### config.mk
export PLATFORM = sky130hd
export DESIGN_NAME = rwin_ctrl
export DESIGN_NICKNAME = d
export VERILOG_FILES = /design/src/rtl/rwin_ctrl.sv
export SDC_FILE = /design/constraint.sdc
export NUM_CORES = 1
export LEC_CHECK = 0
export BUFFER_PORTS_ARGS = -buffer_cell sky130_fd_sc_hd__buf_4
export CAP_MARGIN = 40
export CORE_MARGIN = 4
export CORE_UTILIZATION = 25
export DETAILED_ROUTE_END_ITERATION = 8
export PLACE_DENSITY = 0.41
export SLEW_MARGIN = 30
export SYNTH_ARGS = -nofsm -noshare
export SYNTH_HDL_FRONTEND = slang
export SYNTH_SLANG_ARGS = --single-unit
### constraint.sdc
create_clock -name clk -period 16.1 [get_ports clk]
set_clock_uncertainty 0.05 [all_clocks]
set_input_delay 1.61 -clock clk [delete_from_list [all_inputs] [get_ports clk]]
set_output_delay 1.61 -clock clk [all_outputs]
set_load 0.05 [all_outputs]
### src/rtl/rwin_ctrl.sv
module rwin_ctrl #(
  parameter int CAPACITY    = 128,
  parameter bit FIXED_MODE  = 1'b0,
  parameter int FIXED_SIZE  = 8,
  parameter int STACK_DEPTH = 32,
  parameter int CNT_W       = 32,
  localparam int SZW = $clog2(CAPACITY + 1),
  localparam int DW  = $clog2(STACK_DEPTH + 1),
  localparam int PW  = (STACK_DEPTH > 1) ? $clog2(STACK_DEPTH) : 1
) (
  input  logic             clk,
  input  logic             rst_n,
  input  logic             call_req,
  input  logic             ret_req,
  input  logic [SZW-1:0]   call_size,
  output logic             spill_valid,
  output logic [SZW-1:0]   spill_count,
  output logic             reload_valid,
  output logic [SZW-1:0]   reload_count,
  output logic             call_err,
  output logic             underflow_err,
  output logic [SZW-1:0]   occupancy,
  output logic [DW-1:0]    depth,
  output logic [CNT_W-1:0] total_spilled,
  output logic [CNT_W-1:0] total_reloaded
);

  localparam logic [SZW-1:0] CAP_V   = CAPACITY[SZW-1:0];
  localparam logic [SZW-1:0] FIX_V   = FIXED_SIZE[SZW-1:0];
  localparam logic [DW-1:0]  FULL_V  = STACK_DEPTH[DW-1:0];
  localparam logic [DW-1:0]  ONE_D   = 1;
  localparam logic [PW-1:0]  ONE_P   = 1;

  logic [SZW-1:0] frames [STACK_DEPTH];
  logic [SZW-1:0] used;
  logic [DW-1:0]  dep;
  logic [PW-1:0]  top_p;
  logic [CNT_W-1:0] tot_sp, tot_rl;

  wire [SZW-1:0] win    = FIXED_MODE ? FIX_V : call_size;
  wire           call_ok = call_req && (win != '0) && (win <= CAP_V) && (dep != FULL_V);
  wire           ret_go  = ret_req && !call_req;
  wire           ret_ok  = ret_go && (dep != '0);

  wire [SZW-1:0] room    = CAP_V - used;
  wire [SZW-1:0] spill_n = (win > room) ? (win - room) : '0;
  wire [PW-1:0]  wr_p    = (dep == '0) ? '0 : top_p + ONE_P;

  wire [SZW-1:0] top_sz  = frames[top_p];
  wire [SZW-1:0] caller  = frames[top_p - ONE_P];
  wire [SZW-1:0] left    = used - top_sz;
  wire [SZW-1:0] rl_n    = ((dep > ONE_D) && (left < caller)) ? (caller - left) : '0;

  assign spill_valid    = call_ok && (spill_n != '0);
  assign spill_count    = spill_valid ? spill_n : '0;
  assign reload_valid   = ret_ok && (rl_n != '0);
  assign reload_count   = reload_valid ? rl_n : '0;
  assign call_err       = call_req && !call_ok;
  assign underflow_err  = ret_go && (dep == '0);
  assign occupancy      = used;
  assign depth          = dep;
  assign total_spilled  = tot_sp;
  assign total_reloaded = tot_rl;

  always_ff @(posedge clk) begin
    if (call_ok) frames[wr_p] <= win;
  end

  always_ff @(posedge clk) begin
    if (!rst_n) begin
      used   <= '0;
      dep    <= '0;
      top_p  <= '0;
      tot_sp <= '0;
      tot_rl <= '0;
    end else if (call_ok) begin
      used   <= used + win - spill_n;
      dep    <= dep + ONE_D;
      top_p  <= wr_p;
      tot_sp <= tot_sp + {{(CNT_W-SZW){1'b0}}, spill_n};
    end else if (ret_ok) begin
      used   <= left + rl_n;
      dep    <= dep - ONE_D;
      top_p  <= top_p - ONE_P;
      tot_rl <= tot_rl + {{(CNT_W-SZW){1'b0}}, rl_n};
    end
  end

endmodule

## Yosys cells after proc, flatten, opt, wreduce, memory -nomap -nowiden

Memories as Yosys holds them, arrays and structs flattened. A register that Yosys moved wholly into a read port is not among the register bits.
Cells that the tools add are included.

- Register bits after elaboration: 83
- Memories kept: 1
- Word-level logic and storage cells: 59
- RAM bits: 256
- Output and inout port bits: 98

Memories:

| name | depth | bits a word | rd ports | clocked after Yosys merged registers in | write ports | RTL line | RTL |
|---|---|---|---|---|---|---|---|
| frames | 32 | 8 | 2 | 1 | 1 | 34 | `logic [SZW-1:0] frames [STACK_DEPTH];` |

- Reductions and logical operators: 19
- Mux-type cells: 15
- $lt $le $gt $ge: 4
- Equality and inequality tests: 1
- Add/sub/neg operators: 13
- Bitwise operators: 1

Operators with widths:

| cell | number |
|---|---|
| 32-bit by 8-bit adder with 32-bit output | 2 |
| 8-bit two-way mux | 6 |
| 8-bit subtractor | 4 |
| 5-bit two-way mux | 5 |
| 8-bit nonzero test | 3 |
| 8-bit adder | 2 |
| 6-bit two-way mux | 2 |
| 1-bit logical AND | 10 |
| 8-bit > comparator | 1 |
| 8-bit <= comparator (second input constant) | 1 |
| 8-bit less-than comparator | 1 |
| 8-bit subtractor (first input constant) | 1 |
| 6-bit by 1-bit adder with 6-bit output (second input constant) | 1 |
| 6-bit by 1-bit > comparator with 1-bit output (second input constant) | 1 |
| 6-bit zero test | 1 |
| 6-bit inequality test (second input constant) | 1 |
| 6-bit nonzero test | 1 |
| 6-bit by 1-bit subtractor with 6-bit output (second input constant) | 1 |
| 5-bit by 1-bit adder with 5-bit output (second input constant) | 1 |
| 5-bit by 1-bit subtractor with 5-bit output (second input constant) | 1 |
| 1-bit zero test | 2 |
| 1-bit two-way mux | 2 |
| 2-bit AND reduction | 1 |
| 2-bit nonzero test | 1 |
| 1-bit NOT | 1 |

## Depth between registers and ports, before layout

Gate-level depths: netlist (run 1).
An unclocked memory read counts as a cell.

- Word-level depth: 8
- Depth in mapped cells: 32
- Gate-level depth less buffers: 29

## Worst setup path after synthesis (run 1)

OpenSTA, ideal clock, no wires.

- Kind: reg-to-output
- Start: reg with a tool-made name
- End: out reload_count[1]
- Stages on the path, launching flop included: 23
- Data required time: 14440 ps
- Arrival time: 6935 ps
- Buffers on the path: 3
- Slack: 7505 ps
- Cells stage by stage: dfxtp_1 clkbuf_1 clkbuf_1 buf_2 mux4_2 mux4_2 mux2i_1 ha_1 nor2b_1 o21ai_0 a21oi_1 o41ai_1 xor3_2 ha_1 nand4_1 a21oi_1 o21ai_2 or3_2 inv_2 or3_1 nor4_2 a31oi_1 and2_1

RTL lines:

| what | RTL line | RTL |
|---|---|---|
| end, declared | 19 | `output logic [SZW-1:0] reload_count,` |

==> results of run 1 <==
-- layer usage --
layer	track usage (%)	vias up	share of wire (%)
li1	-	5494	-
met1	19.12	6142	43
met2	23.84	369	47
met3	3.750	76	7.1
met4	3.860	0	2.4
met5	0	-	0
-- worst reg2reg max path, delay by kind of cell, from the launching register on --
family / cells / cell delay, ns
xor+xnor: 2 / 0.63
mux: 3 / 1.40
compound gates: 11 / 2.61
simple gates: 6 / 1.12
fa+ha+maj: 3 / 0.94
buf+inv: 1 / 0.70
flops: 1 / 0.74
-- cells by family (layout without fill, tap and decap cells) --
kind of cell	Yosys count	count (layout)	share of synthesized area [%]
simple gates	378	378	9.815
buf+inv	146	301	3.182
compound gates	166	166	5.591
fa+ha+maj	72	72	5.402
mux	185	185	20.58
xor+xnor	86	86	4.312
flops	344	344	51.12
-- per-stage QoR --
stage	area, um2	setup slack [ns]	hold slack (ns)
finish	21930	7.181	0.4293
global route	21930	6.575	0.4588
CTS	21890	6.963	0.4324
detailed placement	20550	7.614	0.4241
global placement	20410	7.686	0.4175
floorplan	18480	7.505	0.4814
-- cell type report --
| cell class | instances | area share, % |
|---|---|---|
| sequential | 344 | 43.13 |
| multi-input combinational | 887 | 38.91 |
| tap | 959 | 5.470 |
| clock buffer | 56 | 5.311 |
| timing repair buffer | 142 | 4.968 |
| inverter | 81 | 1.386 |
| clock inverter | 22 | 0.8214 |
-- flip-flops by register name, indices dropped and copies added, names as in the netlist, named ones only --
name,flops
occupancy,8
total_spilled,32
top_p,5
depth,6
total_reloaded,32
frames,256
-- path summary, 6_finish.rpt --
check	to	slack [ns]	cells after the start
max	reload_count[4]	7.18	21
min	total_reloaded[7]	0.43	2
max reg2reg	total_reloaded[22]	7.77	26
min reg2reg	total_reloaded[7]	0.43	2
-- layout by cell type, fill, tap and decap left out, drive strengths merged, types with 11 or more instances in the layout --
cell      n
ha       59
mux4    155
edfxtp  256
nand2b   13
nor2    130
o21ai    34
clkinv   18
buf     140
nor3     33
fa       13
dfxtp    88
or3      15
a21oi    65
inv      82
xnor2    67
xor2     16
nand2    86
clkbuf   58
and3     12
nor2b    11
mux2i    23
a21o     13
nand4    17
nand3    29
==> results by group, run 1 <==
Synthesis
  • Post-synth top cells: edfxtp_1 (256), mux4_2 (154), nor2_1 (129)
  • Post-synth cell types: a little over 70
  • Syn avg cell area: between 10 and 15 um2
  • Register bit count reported by yosys: 344
  • Post-synth EDFFs: 256
  • Post-synthesis cell count: between 1,000 and 1,500
  • Ranking of synthesized cells by area: edfxtp_1 (42%), mux4_2 (19%), dfxtp_1 (9.5%)
  • Async set-reset flop share out of synthesis: 0%
  • Post-Syn Nets: 1,461
  • Share of the synthesized area in the top cell type: 41.59%
  • Register area share after synthesis: between 50% and 60%
  • Synth area leader: edfxtp_1
  • Mapped cell area: 18,480 um2
  • Synth warnings: 0
  • Count leader, synth: edfxtp_1
  • Post-synth top flop: edfxtp_1

Worst hold path
  • Path type of the worst min-delay path: flip-flop to flip-flop
  • Hold path start: total_reloaded[7]

Final layout
  • Layout cells sized above 1: 27.15%
  • Multi-input logic area: 8536 um2
  • Layout Utilization: 30.01%
  • N_diodes: 0
  • Fin cells: 2,491
  • P&R area growth vs syn: 18.67%
  • Nets: approximately 1,600
  • Register area: about 9500 um2
  • FILL cells: 7,397

Timing
  • Min Clock Period, post-route: 8.919 ns
  • Final Hold Fails: 0
  • Unrepaired setup endpoints after global routing: false
  • Worst-Margin Slew: 0.7904 ns
  • Setup_tns: 0 ns
  • Final Cycle Share: a little under three fifths
  • Slew margin rel.: 47.31%
  • Fin. max-slew vios: 0
  • Max Freq: 112.1 MHz
  • Final setup vio count: 0

Placement
  • Placer congestion estimate: 0.8066
  • Port bufs: 109
  • HPWL Detailed: 39.64 mm
  • Placed insts: 2,410

Setup path
  • Crit end category: output pin
  • CP top delay family: multiplexers
  • Worst Path Buf+Inv: 3
  • Max Fanout on Critical Path: 38
  • Critical Path Source Type: flip-flop
  • Crit path cell chain: buf_4, mux4_2, mux4_2, mux2i_1, ha_1, nor2b_1, o21ai_0, a21oi_1, o41ai_1, xor3_2, ha_1, nand4_1, a21oi_1, o21ai_2, or3_2, inv_2, or3_1, nor4_2, a31oi_1, and2_1, buf_4
  • Slowest cell on the critical path: dfxtp_4
  • Max incr delay on CP: 0.74 ns
  • Kind of critical path: flip-flop to output pin
  • Critical Path AT: 7.26 ns
  • Worst path required time: around 14 ns

Clock tree
  • Cts bufs inserted: 42
  • CTS Root Buffer Type: clkbuf_16
  • # Post-CTS Setup Buffers: 0
  • Post_cts resized: 0
  • CTS Hold Buffers Added: 0
  • Clock-pin slew on the worst setup and hold paths: 0.06 ns
  • CTS tree: built
  • Maximum clock insertion buffer count: 3
  • Sink Count: 344
  • Worst-Skew Late Latency: 0.57 ns
  • # H-tree levels: 2

Detailed routing
  • Total iterations of the first detailed-routing run: 5
  • DRC: 0
  • Final WL: 57.35 mm
  • Antenna Nets Post-Route: 0
  • Vias per cell: 4.850
  • WL/cell: 23.02 um
  • Initial drt markers: 910
  • Vias: 12,080

Global routing
  • Initial antenna violation count: 0
  • Aggregate global-route resource usage: 14.50%
  • Pin count of the biggest net entering global routing: between 60 and 70
  • Total grt overflow: 0
  • Number of global-route vias before repair: 12,310
  • First-pass GRT wire length: about 85 mm

Floorplan
  • Cell Rows: 99
  • Die Ht: 279.9 um
  • Initial Utilization: 25.29%
  • Core Area: 73,080 um2
  • Top-level port count: 110
  • Die area: 78,350 um2
  • Die W: 279.9 um

Run status
  • Outcome: completed

Flow run
  • Max-cap viol count: 0
Power of run 1 is left out: the tool's default activity adds up to more than one toggle a clock period on the data nets, which glitch-free logic cannot reach.
==> run 2: changes to the inputs <==
--- a/config.mk
+++ b/config.mk
@@ -5,12 +5,13 @@
 export SDC_FILE = /design/constraint.sdc
 export NUM_CORES = 1
 export LEC_CHECK = 0
+export ABC_AREA = 1
 export BUFFER_PORTS_ARGS = -buffer_cell sky130_fd_sc_hd__buf_4
 export CAP_MARGIN = 40
 export CORE_MARGIN = 4
 export CORE_UTILIZATION = 25
 export DETAILED_ROUTE_END_ITERATION = 8
-export PLACE_DENSITY = 0.41
+export PLACE_DENSITY = 0.42
 export SLEW_MARGIN = 30
 export SYNTH_ARGS = -nofsm -noshare
 export SYNTH_HDL_FRONTEND = slang
==> constraint.sdc (replaced) <==
create_clock -name clk -period 7.9 [get_ports clk]
set_clock_uncertainty 0.05 [all_clocks]
set_input_delay 0.79 -clock clk [delete_from_list [all_inputs] [get_ports clk]]
set_output_delay 0.79 -clock clk [all_outputs]
set_load 0.05 [all_outputs]
==> run 2 against run 1 <==
- first-iteration DRC count up 84%
- hold slack better by 0.022 ns
- register-to-register slack worse by 6.8 ns
- area after synthesis up 6.6%
- count of clock-buffer cells in the layout is 3 lower
==> results by group, run 2 <==
Run status
  • Outcome: completed

Clock tree
  • Sink Count: 344 (unchanged)
  • Cts bufs inserted: 44 (+4.8%)
  • CTS Hold Buffers Added: 0 (unchanged)
  • Post_cts resized: 0 (unchanged)
  • CTS Root Buffer Type: clkbuf_16
  • # H-tree levels: 2 (unchanged)
  • Clock-pin slew on the worst setup and hold paths: 0.06 ns (about the same)
  • # Post-CTS Setup Buffers: 0 (unchanged)
  • Worst-Skew Late Latency: 0.59 ns (+0.02 ns)
  • CTS tree: built
  • Maximum clock insertion buffer count: 3 (unchanged)

Synthesis
  • Post-Synth Adder-Cell Area: 5.070% (-0.33 points)
  • Synth area leader: edfxtp_1
  • Register bit count reported by yosys: 344 (unchanged)
  • Synth warnings: 0 (unchanged)
  • Post-synth EDFFs: 256 (unchanged)
  • Post-synth top cells: nor2_1 (375), o21ai_0 (304), nand2_1 (289)
  • Post-synth cell types: 57 (-21%)
  • Count leader, synth: nor2_1
  • Largest family of logic cells by synthesized area: compound AO/OA/AOI/OAI gates
  • Compound-Gate Fraction of Synth Area: 19.31% (+14 points)
  • Share of the synthesized area in the top cell type: 39.03% (-2.6 points)
  • Post-synth top flop: edfxtp_1
  • Register area share after synthesis: 47.98% (-3.1 points)
  • Async set-reset flop share out of synthesis: 0% (unchanged)
  • Synth Area in XOR/XNOR: 2.617% (-1.7 points)
  • Post-Syn Nets: 2,376 (+63%)
  • Mux cell area share after synthesis: 0% (-21 points)
  • Ranking of synthesized cells by area: edfxtp_1 (39%), dfxtp_1 (8.9%), o21ai_0 (7.7%)
  • Mapped cell area: 19,700 um2 (+6.6%)
  • Simple-Gate Fraction of Synth Area: 18.59% (+8.8 points)
  • Syn avg cell area: 8.593 um2 (-36%)
  • Post-synthesis cell count: 2,292 (+66%)

Detailed routing
  • Final WL: 73.80 mm (+29%)
  • DRC: 0 (unchanged)
  • Vias per cell: 5.125 (+5.7%)
  • Total iterations of the first detailed-routing run: 5 (unchanged)
  • Antenna Nets Post-Route: 0 (unchanged)
  • WL/cell: 21.32 um (-7.4%)
  • Initial drt markers: 1,673 (+84%)
  • Vias: 17,740 (+47%)

Flow run
  • Max-cap viol count: 0 (unchanged)

Floorplan
  • Die W: 288.7 um (+3.1%)
  • Die area: 83,340 um2 (+6.4%)
  • Top-level port count: 110 (unchanged)
  • Initial Utilization: 25.34% (+0.049 points)
  • Core Area: 77,720 um2 (+6.3%)
  • Die Ht: 288.7 um (+3.1%)
  • Cell Rows: 102 (+3.0%)

Final layout
  • Nets: 2,472 (+56%)
  • Highest-count cells in the layout ignoring fill and taps: nor2_1 (370), o21ai_0 (304), nand2_1 (289)
  • Max FFs per register: 256 (unchanged)
  • P&R area growth vs syn: 18.30%
  • Layout cells sized above 1: 12.47% (-15 points)
  • Most common cell after layout, fill and taps aside: nor2_1
  • Fin cells: 3,462 (+39%)
  • Biggest register: frames
  • Layout Utilization: 29.98% (-0.035 points)

Timing
  • Final Hold Fails: 0 (unchanged)
  • Final Cycle Share: between 90% and 100%
  • Worst-Margin Slew: 0.8380 ns (+0.04764 ns)
  • Slew margin rel.: 43.93% (-3.4 points)
  • Setup WS post-layout: 0.7134 ns (-6.468 ns)
  • Fin. max-slew vios: 0 (unchanged)
  • Min Clock Period, post-route: around 7 ns
  • Max Freq: about 140 MHz
  • Final setup vio count: 0 (unchanged)
  • Unrepaired setup endpoints after global routing: false
  • Setup_tns: 0 ns (unchanged)

Placement
  • Placed insts: 3,378 (+40%)
  • Post-placement setup slack: 1.042 ns (-6.571 ns)
  • Placer congestion estimate: 0.8678 (+7.6%)
  • HPWL Detailed: 50.70 mm (+28%)
  • Port bufs: 109 (unchanged)

Setup path
  • Worst path required time: 7.06 ns (-7.38 ns)
  • Critical Path AT: 6.35 ns (-0.91 ns)
  • Slowest cell on the critical path: clkinv_2
  • Max Fanout on Critical Path: 34 (-11%)
  • Max incr delay on CP: 0.44 ns (-0.30 ns)
  • Critical Path Source Type: flip-flop
  • Kind of critical path: flip-flop to output pin
  • Worst Path Buf+Inv: 5 (+2)
  • Crit end category: output pin
  • CP top delay family: simple AND/OR/NAND/NOR gates
  • Worst reg-to-reg path cell count: 34 (+31%)
  • Stages on worst setup path: 28 (+33%)

Power
  • Pleak: 8.614 nW
  • Cell area power density: 404.3 nW/um2
  • Internal power: 4.931 mW
  • Flop pwr share: 22.3%
  • Worst vdd ir: 0.0002883 V
  • Switching pwr: about 4.5 mW
  • Comb power frac: 56.6%
  • Total Power: between 9 and 10 mW
  • Switching Fraction: between 40% and 50%
  • Clock power share: 21.1%

Worst hold path
  • Path type of the worst min-delay path: flip-flop to flip-flop
  • Hold-critical path depth: 2 (unchanged)

Global routing
  • Total grt overflow: 0 (unchanged)
  • Aggregate global-route resource usage: 17.37% (+2.9 points)
  • First-pass GRT wire length: 110.3 mm (+29%)
  • Number of global-route vias before repair: 17,390 (+41%)
  • Pin count of the biggest net entering global routing: 127 (+92%)
  • Initial antenna violation count: 1 (+1)
==> run 2: cell types whose count changed after synthesis, sizes merged, moves of 74 or more <==
| cell | change |
|---|---|
| o221ai | +77 |
| mux4 | -155 |
| nor2 | +252 |
| nand2 | +214 |
| nand3 | +74 |
| o21ai | +284 |
| inv | +112 |
==> run 2: final timing paths <==
path                     startpoint                 end  slack [ns]
setup / recovery          flip-flop     reload_count[7]        0.71
setup reg to reg          flip-flop  total_reloaded[30]        1.00
hold reg to reg   total_spilled[12]   total_spilled[12]        0.45
hold / removal    total_spilled[12]   total_spilled[12]        0.45
==> run 2: final cells by class <==
class / instances / area [um2]
Fill cell: 8183 / 54420
Sequential cell: 344 / 9458
Multi-Input combinational cell: 1631 / 9014
Timing Repair Buffer: 173 / 1391
Tap cell: 1040 / 1301
Clock buffer: 53 / 1135
Inverter: 194 / 730.7
Clock inverter: 26 / 267.8
Antenna cell: 1 / 2.502
==> run 2: cell families (layout without fill, tap and decap cells) <==
group,count (synthesis),after routing
and+or+nand+nor,865,865
AOI/OAI and AO/OA,636,636
DFF,344,344
buffers and inverters,317,446
adders and majority gates,72,72
xor gates and xnor gates,58,58
other,0,1
==> run 2: worst register-to-register path: cells and delay by family, from the launching register on <==
| family | cells | cell delay [ns] |
|---|---|---|
| fa+ha+maj | 4 | 1.46 |
| simple gates | 12 | 1.92 |
| flops | 1 | 0.37 |
| buf+inv | 5 | 1.14 |
| compound gates | 12 | 1.72 |
| xor+xnor | 1 | 0.16 |
==> run 2: metrics by stage <==
| stage | cell area (um2) | hold slack [ns] |
|---|---|---|
| floorplan | 19700 | 0.4396 |
| global placement | 21650 | 0.4258 |
| detailed placement | 21840 | 0.4334 |
| CTS | 23250 | 0.4494 |
| global route | 23300 | 0.4755 |
| finish | 23300 | 0.4517 |
==> run 2: layer usage <==
metal	vias to the layer above	global-route usage, %	routed length (um)
met5	-	0	0
li1	8288	-	-
met2	718	29.09	34480
met1	8599	22.60	31920
met4	0	5.582	2334
met3	137	3.394	5074
==> run 2: power by group through the flow <==
| stage | clock, mW | sequential [mW] | combinational (mW) |
|---|---|---|---|
| 6_report | 1.99 | 2.10 | 5.33 |
| 5_1_grt | 2.12 | 2.11 | 5.95 |
| 4_1_cts | 2.04 | 2.10 | 5.35 |
| 3_5_place_dp | 0 | 2.14 | 5.32 |
| 3_3_place_gp | 0 | 2.14 | 5.30 |
| 2_1_floorplan | 0 | 2.21 | 3.69 |
(Power assumes the default switching activity.)
==> run 3: changes to the inputs <==
--- a/config.mk
+++ b/config.mk
@@ -9,9 +9,9 @@
 export BUFFER_PORTS_ARGS = -buffer_cell sky130_fd_sc_hd__buf_4
 export CAP_MARGIN = 40
 export CORE_MARGIN = 4
-export CORE_UTILIZATION = 25
+export CORE_UTILIZATION = 45
 export DETAILED_ROUTE_END_ITERATION = 8
-export PLACE_DENSITY = 0.42
+export PLACE_DENSITY = 0.65
 export SLEW_MARGIN = 30
 export SYNTH_ARGS = -nofsm -noshare
 export SYNTH_HDL_FRONTEND = slang
==> run 3 against run 2 <==
- combinational power decreased by 2%
- routed wire length decreased by 13%
- sequential power about the same
- via count increased by 1.2%
- non-clock buffer count decreased by 20
- core utilization increased by 22 points
- register-to-register slack got worse by 0.10 ns
- cell area decreased by 3.3%
- sequential share of layout area increased by 1.4 points
- critical endpoint is now reload_count[6]
- highest routed layer unchanged
==> results by group, run 3 (same netlist as run 2, synthesis figures left out) <==
Timing
  • Slew margin rel.: 40.24% (-3.7 points)
  • Fin. max-slew vios: 0 (unchanged)
  • Max Freq: 137.5 MHz (-1.2%)
  • Setup_tns: 0 ns (unchanged)
  • Min Clock Period, post-route: 7.273 ns (+0.08675 ns)
  • Final Hold Fails: 0 (unchanged)
  • Unrepaired setup endpoints after global routing: false
  • Worst-Margin Slew: 0.8932 ns (+0.05514 ns)
  • Final Cycle Share: 92.07% (+1.1 points)
  • Final setup vio count: 0 (unchanged)

Global routing
  • First-pass GRT wire length: 97.74 mm (-11%)
  • Initial antenna violation count: 0 (-1)
  • Total grt overflow: 0 (unchanged)
  • Number of global-route vias before repair: 17,000 (-2.3%)
  • Pin count of the biggest net entering global routing: 128 (+0.79%)
  • Aggregate global-route resource usage: 26.35% (+9.0 points)

Clock tree
  • Maximum clock insertion buffer count: 3 (unchanged)
  • CTS Hold Buffers Added: 0 (unchanged)
  • Sink Count: 344 (unchanged)
  • CTS tree: built
  • CTS Root Buffer Type: clkbuf_16
  • # H-tree levels: 2 (unchanged)
  • # Post-CTS Setup Buffers: 0 (unchanged)
  • Cts bufs inserted: 39 (-11%)
  • Post_cts resized: 0 (unchanged)
  • Worst-Skew Late Latency: 0.57 ns (-0.02 ns)
  • Clock-pin slew on the worst setup and hold paths: 0.06 ns (about the same)

Power
  • Worst vdd ir: 0.0002303 V (-20%)
  • Cell area power density: 412.5 nW/um2 (+2.0%)
  • Flop pwr share: 22.4% (about the same)
  • Switching Fraction: 46.89% (-0.77 points)
  • Pleak: 8.514 nW (-1.2%)
  • Internal power: 4.936 mW (+0.11%)
  • Comb power frac: 56.4% (-0.2 points)
  • Clock power share: 21.2% (about the same)
  • Switching pwr: 4.357 mW (-2.9%)

Setup path
  • Crit end category: output pin
  • Critical Path Most Common Cell: nand3_1
  • R2R setup slack: 0.90 ns (-0.10 ns)
  • Max incr delay on CP: 0.57 ns (+0.13 ns)
  • FF-to-FF End: total_reloaded[30]
  • Critical Path End: reload_count[6]
  • Slowest cell on the critical path: clkinv_2
  • Max Fanout on Critical Path: 45 (+32%)
  • Worst reg-to-reg path cell count: 34 (unchanged)
  • Critical Path Source Type: flip-flop
  • Critical Path AT: 6.43 ns (+0.08 ns)
  • Worst path required time: 7.06 ns (about the same)
  • Kind of critical path: flip-flop to output pin

Floorplan
  • Die Ht: 217.2 um (-25%)
  • Cell Rows: 76 (-25%)
  • Die W: 217.2 um (-25%)
  • Die area: 47,180 um2 (-43%)
  • Top-level port count: 110 (unchanged)
  • Initial Utilization: 45.62% (+20 points)
  • Core Area: 43,170 um2 (-44%)

Detailed routing
  • Antenna Nets Post-Route: 0 (unchanged)
  • Final WL: 64.19 mm (-13%)
  • Total iterations of the first detailed-routing run: 6 (+1)
  • Vias: 17,960 (+1.2%)
  • DRC: 0 (unchanged)
  • WL/cell: 21.55 um (+1.1%)
  • Vias per cell: 6.029 (+18%)
  • Initial drt markers: 1,949 (+16%)

Placement
  • Placer congestion estimate: 0.9181 (+5.8%)
  • HPWL Detailed: 42.36 mm (-16%)
  • Port bufs: 109 (unchanged)
  • Placed insts: 2,901 (-14%)

Run status
  • Outcome: completed

Final layout
  • Nets: 2,447 (-1.0%)
  • Biggest register: frames
  • FILL cells: 3,973 (-51%)
  • P&R area growth vs syn: 14.40%
  • Highest-count cells in the layout ignoring fill and taps: nor2_1 (375), o21ai_0 (304), nand2_1 (289)
  • N_diodes: 0 (-1)
  • Fin cells: 2,979 (-14%)
  • Max FFs per register: 256 (unchanged)
  • Layout cells sized above 1: 11.32% (-1.2 points)
  • Most common cell after layout, fill and taps aside: nor2_1

Flow run
  • Max-cap viol count: 0 (unchanged)

Worst hold path
  • Path type of the worst min-delay path: flip-flop to flip-flop
run 3: cell count changes in the layout (fill, tap and decap cells not counted), moves of 2 or more:
cell        change
buf_4          -21
clkbuf_4        +2
clkinv_8        +2
clkbuf_16       -5
clkinv_1        +4
nor2_2          -5
bufinv_16       +4
clkbuf_1        -6
clkinvlp_4      -3
nor2_1          +5
clkinv_2        -3
run 3: how the worst min path moves through the flow:
stage,endpoint,start,cells after the start
5_1_grt,total_spilled[0],total_spilled[0],2
2_1_floorplan,flip-flop,top_p[1],2
6_report,total_spilled[0],total_spilled[0],2
3_5_place_dp,total_reloaded[31],total_reloaded[31],2
3_3_place_gp,total_spilled[12],total_spilled[12],2
4_1_cts,total_reloaded[31],total_reloaded[31],2
run 3: area by class of cell:
cell class	count	area, um2	share of cell area [%]
Sequential cell	344	9458	41.98
Multi-Input combinational cell	1631	9001	39.95
Timing Repair Buffer	153	1231	5.465
Clock buffer	43	1001	4.443
Inverter	194	733.2	3.254
Tap cell	585	732.0	3.249
Clock inverter	29	374.1	1.660
run 3: critical path, delay by kind of cell, from the launching register on:
family	cells	cell delay [ns]
AO/OA/AOI/OAI	7	1.04
AND/OR/NAND/NOR	12	1.67
buffers and inverters	7	1.67
adder cells (fa/ha/maj)	3	0.97
XOR/XNOR	1	0.14
flip-flops	1	0.35
run 3: stage by stage:
stage	hold WS, ns	setup WS [ns]	util, %	instance area (um2)	total power, mW
3_3_place_gp	0.4290	1.159	48.61	20990	7.231
3_5_place_dp	0.4388	1.055	48.90	21110	7.293
5_1_grt	0.4809	0.1577	52.19	22530	9.960
2_1_floorplan	0.4396	2.240	-	19700	5.900
6_report	0.4463	0.6267	52.19	22530	9.293
4_1_cts	0.4475	0.6792	52.08	22490	9.274
run 3: power groups by stage:
| stage | registers (mW) | clock network, mW | logic [mW] |
|---|---|---|---|
| finish | 2.08 | 1.97 | 5.24 |
| global route | 2.09 | 2.07 | 5.80 |
| CTS | 2.08 | 1.99 | 5.20 |
| detailed placement | 2.12 | 0 | 5.17 |
| global placement | 2.12 | 0 | 5.11 |
| floorplan | 2.21 | 0 | 3.69 |
run 3: metal layers:
metal | track usage, % | up-vias | share of wire, %
met5 | 0 | - | 0
met4 | 10.47 | 0 | 3.9
met3 | 4.524 | 153 | 8.8
met2 | 43.22 | 955 | 47
met1 | 34.94 | 8607 | 40
li1 | - | 8246 | -
